File: config.mk
export PLATFORM = sky130hd
export DESIGN_NAME = retention_sequencer
export DESIGN_NICKNAME = d
export VERILOG_FILES = /design/src/rtl/retseq_pkg.sv /design/src/rtl/retseq_datapath.sv /design/src/rtl/retseq_ctrl.sv /design/src/rtl/retention_sequencer.sv
export SDC_FILE = /design/constraint.sdc
export NUM_CORES = 1
export LEC_CHECK = 0
export ABC_AREA = 1
export BUFFER_PORTS_ARGS = -buffer_cell sky130_fd_sc_hd__buf_2
export CORE_MARGIN = 8
export CORE_UTILIZATION = 48
export DETAILED_ROUTE_END_ITERATION = 8
export GPL_TIMING_DRIVEN = 0
export MAX_ROUTING_LAYER = met4
export PLACE_DENSITY_LB_ADDON = 0.05
export SYNTH_ARGS = -nofsm -noshare
export SYNTH_HDL_FRONTEND = slang
export SYNTH_SLANG_ARGS = --single-unit
File: constraint.sdc
create_clock -name clk -period 1.9 [get_ports clk]
set_clock_uncertainty 0.05 [all_clocks]
set_input_delay 0.19 -clock clk [delete_from_list [all_inputs] [get_ports clk]]
set_output_delay 0.19 -clock clk [all_outputs]
set_load 0.1 [all_outputs]
File: src/rtl/retseq_pkg.sv
package retseq_pkg;

  typedef enum logic [2:0] {
    ST_IDLE,
    ST_FILL,
    ST_PAUSE,
    ST_CHECK,
    ST_DONE
  } seqState_t;

  typedef enum logic [1:0] {
    PAT_SOLID,
    PAT_CHECKER,
    PAT_CHECKER_INV,
    PAT_ADDR_SEED
  } patMode_t;

  typedef struct packed {
    logic captureCfg;
    logic stepAddr;
    logic rewindAddr;
    logic pauseRun;
    logic compareEn;
  } seqStrobe_t;

endpackage

File: src/rtl/retseq_datapath.sv
module retseq_datapath
  import retseq_pkg::*;
#(
  parameter int AW   = 6,
  parameter int DW   = 16,
  parameter int PW   = 32,
  parameter int RPW  = 16,
  parameter int CNTW = 16
) (
  input  logic             clk,
  input  logic             rstN,
  input  seqStrobe_t       strb,
  input  logic             targeted,
  input  logic [1:0]       patMode,
  input  logic [DW-1:0]    patBase,
  input  logic [AW-1:0]    startAddr,
  input  logic [PW-1:0]    pauseCycles,
  input  logic [RPW-1:0]   testRefreshPeriod,
  input  logic [DW-1:0]    rspData,
  output logic [AW-1:0]    curAddr,
  output logic [DW-1:0]    patWord,
  output logic             lastAddr,
  output logic             pauseDone,
  output logic             targetedQ,
  output logic [RPW-1:0]   testPeriodQ,
  output logic [CNTW-1:0]  mismatchCount,
  output logic [AW-1:0]    firstFailAddr,
  output logic             failSeen
);

  localparam logic [CNTW-1:0] CNT_MAX = {CNTW{1'b1}};

  logic [AW-1:0]   addrQ, startQ, nextAddr;
  logic [DW-1:0]   baseQ, seedMask;
  patMode_t        modeQ;
  logic [PW-1:0]   pauseCntQ;
  logic [CNTW-1:0] mismatchQ;
  logic [AW-1:0]   firstFailQ;
  logic            failSeenQ;

  assign nextAddr = addrQ + 1'b1;

  for (genvar i = 0; i < DW; i++) begin : g_seed
    assign seedMask[i] = addrQ[i % AW];
  end

  always_comb begin
    unique case (modeQ)
      PAT_SOLID:       patWord = baseQ;
      PAT_CHECKER:     patWord = addrQ[0] ? ~baseQ : baseQ;
      PAT_CHECKER_INV: patWord = addrQ[0] ? baseQ : ~baseQ;
      default:         patWord = baseQ ^ seedMask;
    endcase
  end

  always_ff @(posedge clk) begin
    if (!rstN) begin
      addrQ       <= '0;
      startQ      <= '0;
      baseQ       <= '0;
      modeQ       <= PAT_SOLID;
      targetedQ   <= 1'b0;
      testPeriodQ <= '0;
      pauseCntQ   <= '0;
      mismatchQ   <= '0;
      firstFailQ  <= '0;
      failSeenQ   <= 1'b0;
    end else begin
      if (strb.captureCfg) begin
        addrQ       <= startAddr;
        startQ      <= startAddr;
        baseQ       <= patBase;
        modeQ       <= patMode_t'(patMode);
        targetedQ   <= targeted;
        testPeriodQ <= testRefreshPeriod;
        pauseCntQ   <= pauseCycles;
        mismatchQ   <= '0;
        firstFailQ  <= '0;
        failSeenQ   <= 1'b0;
      end else begin
        if (strb.stepAddr)   addrQ <= nextAddr;
        if (strb.rewindAddr) addrQ <= startQ;
        if (strb.pauseRun && pauseCntQ != '0) pauseCntQ <= pauseCntQ - 1'b1;
        if (strb.compareEn && rspData != patWord) begin
          if (mismatchQ != CNT_MAX) mismatchQ <= mismatchQ + 1'b1;
          if (!failSeenQ) begin
            firstFailQ <= addrQ;
            failSeenQ  <= 1'b1;
          end
        end
      end
    end
  end

  assign curAddr       = addrQ;
  assign lastAddr      = targetedQ || (nextAddr == startQ);
  assign pauseDone     = (pauseCntQ == '0);
  assign mismatchCount = mismatchQ;
  assign firstFailAddr = firstFailQ;
  assign failSeen      = failSeenQ;

  // Saturated count stays put until a new run clears it.
  assert_count_saturates_R10: assert property (@(posedge clk) disable iff (!rstN)
    (mismatchQ == CNT_MAX && !strb.captureCfg) |=> (mismatchQ == CNT_MAX));

  // First failing address is frozen once latched.
  assert_first_fail_held_R6: assert property (@(posedge clk) disable iff (!rstN)
    (failSeenQ && !strb.captureCfg) |=> $stable(firstFailQ));

  // Results only shrink when a new run is captured.
  assert_results_hold_R11: assert property (@(posedge clk) disable iff (!rstN)
    (!strb.captureCfg) |=> (mismatchQ >= $past(mismatchQ)));

endmodule

File: src/rtl/retseq_ctrl.sv
module retseq_ctrl
  import retseq_pkg::*;
(
  input  logic       clk,
  input  logic       rstN,
  input  logic       start,
  input  logic       memReqReady,
  input  logic       memRspValid,
  input  logic       lastAddr,
  input  logic       pauseDone,
  output seqStrobe_t strb,
  output logic       memReqValid,
  output logic       memReqWrite,
  output logic       busy,
  output logic       done
);

  seqState_t stateQ, stateD;
  logic      pendingQ, pendingD;

  always_comb begin
    strb        = '0;
    memReqValid = 1'b0;
    memReqWrite = 1'b0;
    stateD      = stateQ;
    pendingD    = pendingQ;
    unique case (stateQ)
      ST_IDLE: begin
        if (start) begin
          strb.captureCfg = 1'b1;
          pendingD        = 1'b0;
          stateD          = ST_FILL;
        end
      end
      ST_FILL: begin
        memReqValid = 1'b1;
        memReqWrite = 1'b1;
        if (memReqReady) begin
          if (lastAddr) begin
            strb.rewindAddr = 1'b1;
            stateD          = ST_PAUSE;
          end else begin
            strb.stepAddr = 1'b1;
          end
        end
      end
      ST_PAUSE: begin
        strb.pauseRun = 1'b1;
        if (pauseDone) stateD = ST_CHECK;
      end
      ST_CHECK: begin
        if (!pendingQ) begin
          memReqValid = 1'b1;
          if (memReqReady) pendingD = 1'b1;
        end else if (memRspValid) begin
          strb.compareEn = 1'b1;
          pendingD       = 1'b0;
          if (lastAddr) stateD = ST_DONE;
          else          strb.stepAddr = 1'b1;
        end
      end
      default: stateD = ST_IDLE;
    endcase
  end

  always_ff @(posedge clk) begin
    if (!rstN) begin
      stateQ   <= ST_IDLE;
      pendingQ <= 1'b0;
    end else begin
      stateQ   <= stateD;
      pendingQ <= pendingD;
    end
  end

  assign busy = (stateQ == ST_FILL) || (stateQ == ST_PAUSE) || (stateQ == ST_CHECK);
  assign done = (stateQ == ST_DONE);

  // The array is left untouched during the retention wait.
  assert_quiet_pause_R4: assert property (@(posedge clk) disable iff (!rstN)
    (stateQ == ST_PAUSE) |-> !memReqValid);

  // Only one read in flight during the check pass.
  assert_single_outstanding_R5: assert property (@(posedge clk) disable iff (!rstN)
    (stateQ == ST_CHECK && pendingQ) |-> !memReqValid);

  // A start pulse outside idle never begins a new fill.
  assert_start_ignored_R9: assert property (@(posedge clk) disable iff (!rstN)
    (start && (stateQ == ST_PAUSE || stateQ == ST_CHECK || stateQ == ST_DONE))
      |=> (stateQ != ST_FILL));

endmodule

File: src/rtl/retention_sequencer.sv
module retention_sequencer
  import retseq_pkg::*;
#(
  parameter int AW   = 6,
  parameter int DW   = 16,
  parameter int PW   = 32,
  parameter int RPW  = 16,
  parameter int CNTW = 16
) (
  input  logic            clk,
  input  logic            rstN,
  input  logic            start,
  input  logic            targeted,
  input  logic [1:0]      patMode,
  input  logic [DW-1:0]   patBase,
  input  logic [AW-1:0]   startAddr,
  input  logic [PW-1:0]   pauseCycles,
  input  logic [RPW-1:0]  testRefreshPeriod,
  input  logic            hostRefreshEn,
  input  logic [RPW-1:0]  hostRefreshPeriod,
  output logic            memReqValid,
  input  logic            memReqReady,
  output logic            memReqWrite,
  output logic [AW-1:0]   memReqAddr,
  output logic [DW-1:0]   memReqWdata,
  input  logic            memRspValid,
  input  logic [DW-1:0]   memRspData,
  output logic            refreshEn,
  output logic [RPW-1:0]  refreshPeriod,
  output logic            busy,
  output logic            done,
  output logic [CNTW-1:0] mismatchCount,
  output logic [AW-1:0]   firstFailAddr,
  output logic            failSeen
);

  seqStrobe_t     strb;
  logic           lastAddr, pauseDone, targetedQ;
  logic [RPW-1:0] testPeriodQ;

  retseq_ctrl u_ctrl (
    .clk         (clk),
    .rstN        (rstN),
    .start       (start),
    .memReqReady (memReqReady),
    .memRspValid (memRspValid),
    .lastAddr    (lastAddr),
    .pauseDone   (pauseDone),
    .strb        (strb),
    .memReqValid (memReqValid),
    .memReqWrite (memReqWrite),
    .busy        (busy),
    .done        (done)
  );

  retseq_datapath #(
    .AW(AW), .DW(DW), .PW(PW), .RPW(RPW), .CNTW(CNTW)
  ) u_dp (
    .clk               (clk),
    .rstN              (rstN),
    .strb              (strb),
    .targeted          (targeted),
    .patMode           (patMode),
    .patBase           (patBase),
    .startAddr         (startAddr),
    .pauseCycles       (pauseCycles),
    .testRefreshPeriod (testRefreshPeriod),
    .rspData           (memRspData),
    .curAddr           (memReqAddr),
    .patWord           (memReqWdata),
    .lastAddr          (lastAddr),
    .pauseDone         (pauseDone),
    .targetedQ         (targetedQ),
    .testPeriodQ       (testPeriodQ),
    .mismatchCount     (mismatchCount),
    .firstFailAddr     (firstFailAddr),
    .failSeen          (failSeen)
  );

  assign refreshEn     = busy ? targetedQ   : hostRefreshEn;
  assign refreshPeriod = (busy && targetedQ) ? testPeriodQ : hostRefreshPeriod;

endmodule

==> flow_summary.toml, run 1 <==
[status]
status = "finished with violations"
failed_checks = "negative hold slack, negative setup slack"

[global_routing]
grt_first_pass_wirelength_um = 37780
grt_pass1_vias = 7541
antenna_found_initial = 2
grt_max_degree = 16
overflow = 0
grt.total_usage = 0.2676

[power_and_ir_drop]
intPower_uw = 8550
switching_power_uw = 10610
leakagePower_uw = 0.004560
p_clk_frac = 0.092
pwr-share-seq = 0.194
vdd_drop_max_uv = 1080
netSwitchingFraction = 0.5537
power_density_nw_per_um2 = 1836
comb_power_share = 0.714

[yosys]
post_synth_mux_area_share = 0.001533
synth_seq_cells = 106
synth-edff-count = 0
synth_cell_types = 39
async_flop_share = 0
yosys_warnings = 0
syn_inst = 1027
ys.flop_type = "dfxtp_1"
avgSynthCellArea_um2 = 6.357
synth_top_family_by_area = "simple AND/OR/NAND/NOR gates"
synth-simple-area-share = 0.3517
synth_compound_area_frac = 0.1688
ys_seq_area_frac = 0.3250
synth.most_common_cell = "nand2_1"
synthTopCellsByArea = "dfxtp_1 (33%), nand2_1 (12%), o21ai_0 (7.7%)"
synth_common_cells = "nand2_1 (215), inv_1 (118), nor2_1 (108)"
synth_largest_area_cell = "dfxtp_1"
synth_xor_area_frac = 0.04293
yosys.area.top_type_share = 0.3250
synth_fa_ha_area_frac = 0.005749
synth_nets = 1141
netlist_area_um2 = 6529

[worst_setup_path]
ff2ff_setup_slack_ps = -280
path_class = "flop to flop"
critical_path.startpoint = "u_dp.modeQ[0]"
worstSetupStartpointType = "flop"
arrival_ps = 2410
endpoint_kind = "flop"
worstReg2RegStart = "u_dp.modeQ[0]"
crit_chain = "buf_8, nand2_8, nand2_8, buf_12, nand3_4, nand3_2, nand2_1, nor2_1, nand2_1, nor2_4, nand2_4, nand3_4, buf_6, nand2_1, a21oi_1"
r2r_end = "u_dp.mismatchCount[9]"
path_max_fanout = 8
crit_top_cell = "nand2_1"
crit_path_max_incr_delay_ps = 340
crit_end = "u_dp.mismatchCount[9]"
critPathRequiredTime_ps = 2140
r2r.worst_path.cells = 15
cp_slowest_cell = "dfxtp_2"

[placement]
portBuffers = 176
place.gp.congestion = 0.9834
dp_hpwl_um = 17040
place_inst = 1379
pre_cts_ws_ps = -533.9
dpl_cell_area_um2 = 8322

[sta]
timing.hold.ws_ps = -2.236
finalCritPeriodShare = 1.146
setup_viol = 72
layout_min_cycle_time_ps = 2177
finalMaxSlewViolations = 0
fin_ws_ps = -276.6
worst_pin_slew_ps = 746.8
final-hold-violation-count = 1
rsz0062_at_grt = "yes"
max_freq_ghz = 0.4594
slew_headroom = 0.5021

[routing]
route.detailed.wl_per_inst_um = 17.72
via_per_inst = 5.643
drt_iter0_drc = 690
firstDrtPassIters = 7
route.detailed.drc = 0
vias = 8205
antenna_left = 0
routed_wl_um = 25770

[floorplan]
core_um2 = 13240
io_pins = 177
rows = 42
fp.dieW_um = 132.6
die_y_um = 132.6
start_util = 0.4930
die_area_um2 = 17590

[final_layout]
final_cell_area_um2 = 10430
syn_to_final_growth_pct = 59.79
fin_cells = 1454
final_util = 0.7878
layout-drive-gt1-share = 0.4240
nNetsFinal = 1386

[clocking]
clk_pin_slew_worst_paths_ps = 70
cts.sinks = 106
cts_htree_levels = 3
worstSkewPairLatency_ps = 370
cts-root-buf = "clkbuf_16"
cts_max_path_buffers = 2
cts_tree = "done"
cts-buffers-inserted = 9

[hold_path]
hold_path.class = "primary input to flop"

[job]
cap_violations = 0
==> repair_timing <==
action	in CTS	in global routing
gates resized for setup	180	224
endpoints found under the setup margin	139	133
setup buffers	20	30
hold endpoints to repair	0	0
gates cloned	4	5
pin swaps	24	54
hold buffers	0	0
==> per-layer routing <==
metal | vias to the layer above | wire, um | GRT usage
met2 | 391 | 12610 | 0.4355
met5 | - | 0 | -
met1 | 3844 | 10370 | 0.3218
met3 | 74 | 1874 | 0.04921
met4 | 0 | 909 | 0.1054
li1 | 3896 | - | -
==> critical path, delay by kind of cell, from the launching register on <==
family          cells  cell delay [ps]
compound gates      1              110
simple gates       11             1130
buf+inv             3              470
flops               1              340
==> worst min path at each step <==
stage / from / endpoint / slack (ps) / cells past startpoint
after floorplan: patMode[0] / u_dp.modeQ[0] / 270 / 2
after global placement: patMode[1] / u_dp.modeQ[1] / 370 / 3
after detailed placement: patMode[1] / u_dp.modeQ[1] / 370 / 3
after CTS: patMode[1] / u_dp.modeQ[1] / 0.4 / 3
after global routing: patMode[1] / u_dp.modeQ[1] / 30 / 3
final: patMode[1] / u_dp.modeQ[1] / -2 / 3
==> sequential cells by signal, summed over array words and instances (netlist names) <==
register,cells
u_ctrl.stateQ,3
u_dp.baseQ,16
u_dp.curAddr,6
u_dp.failSeen,1
u_dp.mismatchCount,16
u_dp.targetedQ,1
u_dp.modeQ,2
u_dp.startQ,6
u_dp.pauseCntQ,32
u_dp.firstFailAddr,6
u_ctrl.pendingQ,1
u_dp.testPeriodQ,16
==> layout by cell type, fill, tap and decap left out, drive strengths merged, types with 5 or more instances in the layout <==
cell and n:
buf 250, nand2 227, inv 119, nor2 113, dfxtp 106, o21ai 100, nand3 95, a21oi 87
clkbuf 44, nand4 39, xor2 25, nor3 19, nand3b 8, o22ai 8, xnor2 7, o211ai 5
==> stage by stage <==
step                      setup TNS, ps  hold WS [ps]  power [uW]
after detailed placement         -39010         371.4       13530
after floorplan                  -10920         274.9       11540
final                            -10090        -2.236       19160
after CTS                         -5094        0.3597       16640
after global routing             -16800         31.94       20120
after global placement           -37150         368.4       13460
==> logic make-up (layout without fill, tap and decap cells) <==
family / Yosys count / after routing
AO/OA/AOI/OAI: 210 / 210
XOR/XNOR: 32 / 32
adder cells (fa/ha/maj): 3 / 3
buffers and inverters: 170 / 418
flip-flops: 106 / 106
multiplexers: 1 / 1
other: 0 / 2
AND/OR/NAND/NOR: 505 / 506
==> power by group through the flow <==
stage | combinational [uW] | sequential, uW | clock (uW)
floorplan | 7710 | 3830 | 0
global placement | 9940 | 3520 | 0
detailed placement | 9990 | 3540 | 0
CTS | 11300 | 3530 | 1770
global route | 14500 | 3780 | 1830
finish | 13700 | 3720 | 1770
==> cell type report <==
class | count | area [um^2]
Multi-Input combinational cell | 752 | 4989
Fill cell | 982 | 2810
Sequential cell | 106 | 2225
Timing Repair Buffer | 233 | 1849
Inverter | 122 | 479.2
Buffer | 48 | 411.6
Clock buffer | 13 | 240.2
Tap cell | 176 | 220.2
Clock inverter | 2 | 13.76
Antenna cell | 2 | 5.005
Power figures use the tool's default switching activity.
==> inputs of run 2 (changes only) <==
--- a/config.mk
+++ b/config.mk
@@ -7,6 +7,7 @@
 export LEC_CHECK = 0
 export ABC_AREA = 1
 export BUFFER_PORTS_ARGS = -buffer_cell sky130_fd_sc_hd__buf_2
+export CORE_ASPECT_RATIO = 0.7
 export CORE_MARGIN = 8
 export CORE_UTILIZATION = 48
 export DETAILED_ROUTE_END_ITERATION = 8
==> run 2 against run 1 <==
  * The flow finishes with violations (negative setup slack)
  * First-iteration DRC count grew 29%
  * Critical endpoint is now u_dp.mismatchCount[11]
  * Utilization increased by 0.62 points
  * Clock power rose by 13%
  * Critical path type unchanged
  * Hold slack better by 43 ps
  * Sequential power shrank 2%
  * Highest routed layer unchanged
  * Register-to-register slack got worse by 140 ps
  * Sequential share of layout area is 0.27 points lower
  * Fmax shrank 6.1%
  * Critical path depth unchanged
  * Routed wire length up 9.1%
  * Worst setup slack got worse by 140 ps
==> flow_summary.toml, run 2 (synthesis gave the netlist of run 1 again) <==
[worst_setup_path]
path_max_fanout = 6
critPathRequiredTime_ps = 2150
ff2ff_setup_slack_ps = -420
worstSetupStartpointType = "flop"
crit_top_cell = "buf_6"
crit_chain = "buf_6, buf_6, nand3_4, buf_4, nand3_1, nand3_1, nand2_1, nor2_1, nand2_1, nor2_4, nand2_4, nand3_4, buf_6, nand2_2, a21oi_2"
cp.depth = 15
crit_end = "u_dp.mismatchCount[11]"
cp_slowest_cell = "dfxtp_2"
crit_path_max_incr_delay_ps = 320
cp_num_buf_inv = 4
worstReg2RegStart = "u_dp.modeQ[1]"
arrival_ps = 2570
r2r.worst_path.cells = 15
r2r_end = "u_dp.mismatchCount[11]"
critical_path.startpoint = "u_dp.modeQ[1]"
path_class = "flop to flop"
crit_family = "simple AND/OR/NAND/NOR gates"
endpoint_kind = "flop"

[final_layout]
nNetsFinal = 1386
layout-drive-gt1-share = 0.4135
top_register = "u_dp.pauseCntQ"
final_common_cell = "nand2_1"
final_cell_mix = "nand2_1 (146), buf_2 (143), inv_1 (105)"
syn_to_final_growth_pct = 60.83
largest_register_ffs = 32
final_util = 0.7939

[clocking]
clk_pin_slew_worst_paths_ps = 80
cts_htree_levels = 3
cts_max_path_buffers = 2
cts-buffers-inserted = 9
worstSkewPairLatency_ps = 360
cts_tree = "done"
cts.sinks = 106
cts-root-buf = "clkbuf_16"

[status]
failed_checks = "negative setup slack"
status = "finished with violations"

[global_routing]
grt_pass1_vias = 7469
grt.total_usage = 0.2894
grt_first_pass_wirelength_um = 39960
overflow = 0
antenna_found_initial = 0
grt_max_degree = 19

[power_and_ir_drop]
power_density_nw_per_um2 = 1858
leakagePower_uw = 0.004604
vdd_drop_max_uv = 1377

[floorplan]
start_util = 0.4937
fp.dieW_um = 155.4
die_y_um = 113.6
die_area_um2 = 17650
rows = 35
core_um2 = 13230
io_pins = 177

[sta]
fin_ws_ps = -418.9
slew_headroom = 0.5387
rsz0062_at_grt = "yes"
final-hold-violation-count = 0
worst_pin_slew_ps = 691.9
layout_min_cycle_time_ps = 2319
fin_tns_setup_ps = -13610
finalCritPeriodShare = 1.220
finalMaxSlewViolations = 0
max_freq_ghz = 0.4312
setup_viol = 76

[placement]
portBuffers = 176
dp_hpwl_um = 18630
place.gp.congestion = 0.9619

[hold_path]
hold_path.class = "primary input to flop"
whs_path_depth = 3

[routing]
firstDrtPassIters = 5
via_per_inst = 5.691
route.detailed.wl_per_inst_um = 19.22
routed_wl_um = 28110
vias = 8326
drt_iter0_drc = 890
route.detailed.drc = 0
antenna_left = 0

[job]
cap_violations = 0
## run 2: worst min-delay path by stage
stage               slack [ps]  startpoint             to
floorplan                  270  patMode[0]  u_dp.modeQ[0]
global placement           370  patMode[0]  u_dp.modeQ[0]
detailed placement         370  patMode[1]  u_dp.modeQ[1]
CTS                         20  patMode[0]  u_dp.modeQ[0]
global route                40  patMode[1]  u_dp.modeQ[1]
finish                      40  patMode[1]  u_dp.modeQ[1]
## run 2: cell type report
| cell class | count | area, um^2 |
|---|---|---|
| multi-input combinational | 752 | 4966 |
| fill | 925 | 2725 |
| sequential | 106 | 2211 |
| timing repair buffer | 233 | 1859 |
| inverter | 122 | 481.7 |
| buffer | 48 | 430.4 |
| clock buffer | 12 | 279.0 |
| tap | 185 | 231.5 |
| clock inverter | 4 | 38.79 |
| antenna | 1 | 2.502 |
## run 2: worst register-to-register path: stages (launching register included)
cell	delay, ps
dfxtp_2	320
buf_6	130
buf_6	140
nand3_4	180
buf_4	150
nand3_1	100
nand3_1	140
nand2_1	70
nor2_1	150
nand2_1	110
nor2_4	150
nand2_4	110
nand3_4	130
buf_6	150
nand2_2	50
a21oi_2	120
## run 2: power breakdown
part	total [uW]	leakage, uW	internal (uW)	switching [uW]
Sequential	3660	0.000891	2930	733
Clock	2000	0.000153	1070	925
Combinational	13800	0.00356	4690	9160
Total	19500	0.00460	8690	10800
## run 2: layer usage
metal	global-route usage	vias to the layer above	wire length, um
met1	0.3954	3831	12320
met4	0.06701	0	733
met5	-	-	0
met3	0.06498	70	2942
li1	-	3915	-
met2	0.4263	510	12120
## run 2: timing repair
| action | in CTS | in global routing |
|---|---|---|
| pin swaps | 45 | 32 |
| cloned | 4 | 5 |
| buffers inserted | 31 | 18 |
| hold buffers | 0 | 0 |
| gates resized for setup | 191 | 211 |
| endpoints found under the setup margin | 139 | 131 |
## run 2: through the flow
step / cells / hold WS (ps) / cell area [um^2] / total power, uW / setup slack, ps
final: 1463 / 40.34 / 10500 / 19510 / -418.9
after global routing: 1462 / 43.94 / 10500 / 20390 / -564.8
after CTS: 1439 / 22.51 / 9582 / 17220 / -186.1
after detailed placement: 1388 / 374.8 / 8333 / 13650 / -707.1
after global placement: 1388 / 365.6 / 8333 / 13590 / -685.2
after floorplan: 1027 / 274.9 / 7221 / 11540 / -302.7
==> inputs of run 3 (changes only) <==
--- a/config.mk
+++ b/config.mk
@@ -14,6 +14,7 @@
 export GPL_TIMING_DRIVEN = 0
 export MAX_ROUTING_LAYER = met4
 export PLACE_DENSITY_LB_ADDON = 0.05
+export RECOVER_POWER = 50
 export SYNTH_ARGS = -nofsm -noshare
 export SYNTH_HDL_FRONTEND = slang
 export SYNTH_SLANG_ARGS = --single-unit
==> run 3 against run 2 <==
  * The run still ends with negative setup slack left
  * Critical path depth did not move
  * Fmax fell by 0.33%
  * Sequential share of layout area barely moved
  * Hold slack got worse by 11 ps
  * Critical endpoint is now u_dp.mismatchCount[9]
  * Global-route usage did not move
  * Largest cell class unchanged
  * Utilization barely moved
  * Highest routed layer unchanged
  * Clock power barely moved
  * Combinational power barely moved
==> flow_summary.toml, run 3 (synthesis gave the netlist of run 1 again) <==
[status]
status = "finished with violations"
failed_checks = "negative setup slack"

[power_and_ir_drop]
vdd_drop_max_uv = 1377
leakagePower_uw = 0.004579
total_power_uw = 19500
p_clk_frac = 0.103
pwr-share-seq = 0.188
netSwitchingFraction = 0.5546
switching_power_uw = 10820
power_density_nw_per_um2 = 1858
intPower_uw = 8685
comb_power_share = 0.709

[worst_setup_path]
crit_family = "simple AND/OR/NAND/NOR gates"
endpoint_kind = "flop"
cp_num_buf_inv = 4
worstSetupStartpointType = "flop"
r2r_end = "u_dp.mismatchCount[9]"
path_max_fanout = 6
cp_slowest_cell = "dfxtp_2"
worstReg2RegStart = "u_dp.modeQ[1]"
arrival_ps = 2560
r2r.worst_path.cells = 15
path_class = "flop to flop"
critPathRequiredTime_ps = 2130
crit_chain = "buf_6, buf_6, nand3_4, buf_4, nand3_1, nand3_1, nand2_1, nor2_1, nand2_1, nor2_4, nand2_4, nand3_4, buf_6, nand2_1, a21oi_1"
crit_path_max_incr_delay_ps = 320
ff2ff_setup_slack_ps = -430

[sta]
finalCritPeriodShare = 1.225
worst_pin_slew_ps = 671.9
max_freq_ghz = 0.4298
slew_headroom = 0.5521
layout_min_cycle_time_ps = 2327
final-hold-violation-count = 0
fin_ws_ps = -426.6
finalMaxSlewViolations = 0
setup_viol = 73
rsz0062_at_grt = "yes"

[routing]
wl_met3_um = 2816
vias = 8355
drt_iter0_drc = 891
highest_layer = "met4"
firstDrtPassIters = 5
routed_wl_um = 28200
via_per_inst = 5.715
drt-met1-wl_um = 12520
route.detailed.drc = 0
antenna_left = 0
route.detailed.wl_per_inst_um = 19.29
dr_wl_met2_um = 12260

[final_layout]
nNetsFinal = 1386
layout-drive-gt1-share = 0.4135
top_register = "u_dp.pauseCntQ"
final_common_cell = "nand2_1"
fin_cells = 1462
syn_to_final_growth_pct = 60.75
diodes = 0
largest_register_ffs = 32
final_cell_mix = "nand2_1 (146), buf_2 (115), inv_1 (105)"

[global_routing]
antenna_found_initial = 0
grt_first_pass_wirelength_um = 39960
grt_pass1_vias = 7469
grt_max_degree = 19
grt.total_usage = 0.2894
overflow = 0

[floorplan]
io_pins = 177
die_area_um2 = 17650
core_um2 = 13230
rows = 35
start_util = 0.4937
fp.dieW_um = 155.4
die_y_um = 113.6

[clocking]
cts_htree_levels = 3
clk_pin_slew_worst_paths_ps = 80
cts-buffers-inserted = 9
cts_tree = "done"
worstSkewPairLatency_ps = 360
cts_max_path_buffers = 2
postCtsHoldBufs = 0
cts.sinks = 106
cts-root-buf = "clkbuf_16"

[placement]
place.gp.congestion = 0.9619
dp_hpwl_um = 18630
place_inst = 1388
portBuffers = 176

[hold_path]
min_from = "patMode[0]"
hold_path.class = "primary input to flop"
min_to = "u_dp.modeQ[0]"
whs_path_depth = 3

[job]
cap_violations = 0
-- run 3: changes by cell type in the layout (fill, tap and decap cells not counted), sizes merged --
cell / delta
clkbuf: +29
diode: -1
buf: -29
-- run 3: worst max path at each step --
stage / from / to / slack (ps) / cells after the start
CTS: u_dp.modeQ[0] / u_dp.mismatchCount[8] / -190 / 15
finish: u_dp.modeQ[1] / u_dp.mismatchCount[9] / -430 / 15
floorplan: u_dp.curAddr[0] / u_dp.mismatchCount[11] / -300 / 16
global route: u_dp.modeQ[1] / u_dp.mismatchCount[10] / -570 / 15
detailed placement: u_ctrl.stateQ[1] / u_dp.pauseCntQ[27] / -710 / 9
global placement: u_ctrl.stateQ[1] / u_dp.pauseCntQ[27] / -690 / 9
-- run 3: cell type report --
type	count	area, um^2
clock inverter	4	38.79
clock buffer	12	279.0
multi-input combinational	752	4966
tap	185	231.5
inverter	122	481.7
timing repair buffer	233	1859
fill	927	2730
sequential	106	2211
buffer	48	427.9
-- run 3: worst reg2reg max path: stages, from the launching register on --
cell	delay, ps
dfxtp_2	320
buf_6	130
buf_6	140
nand3_4	180
buf_4	150
nand3_1	100
nand3_1	150
nand2_1	70
nor2_1	150
nand2_1	110
nor2_4	150
nand2_4	110
nand3_4	130
buf_6	140
nand2_1	50
a21oi_1	110
-- run 3: power groups by stage --
stage / Clock (uW) / Sequential [uW] / Combinational (uW)
6_report: 2000 / 3670 / 13800
3_3_place_gp: 0 / 3530 / 10100
3_5_place_dp: 0 / 3530 / 10100
2_1_floorplan: 0 / 3830 / 7710
5_1_grt: 2090 / 3730 / 14600
4_1_cts: 2000 / 3530 / 11700
-- run 3: timing repair --
item	4_1_cts	5_1_grt
endpoints found under the setup margin	139	131
gates cloned	4	5
buffers inserted	31	18
pin swaps	45	32
resized for setup	191	211
-- run 3: per-layer routing --
| layer | GRT usage | up-vias |
|---|---|---|
| li1 | - | 3908 |
| met1 | 0.3954 | 3885 |
| met2 | 0.4263 | 510 |
| met3 | 0.06498 | 52 |
| met4 | 0.06701 | 0 |
| met5 | - | - |
-- run 3: metrics by stage --
| stage | instance area [um^2] | setup TNS (ps) | setup WS, ps | hold WS, ps | utilization |
|---|---|---|---|---|---|
| global placement | 8333 | -48260 | -685.2 | 365.6 | 0.6301 |
| CTS | 9582 | -4613 | -186.1 | 22.51 | 0.7245 |
| detailed placement | 8333 | -49540 | -707.1 | 374.8 | 0.6301 |
| finish | 10500 | -13500 | -426.6 | 29.54 | 0.7936 |
| global route | 10500 | -21070 | -565.0 | 43.94 | 0.7936 |
| floorplan | 7221 | -10920 | -302.7 | 274.9 | - |
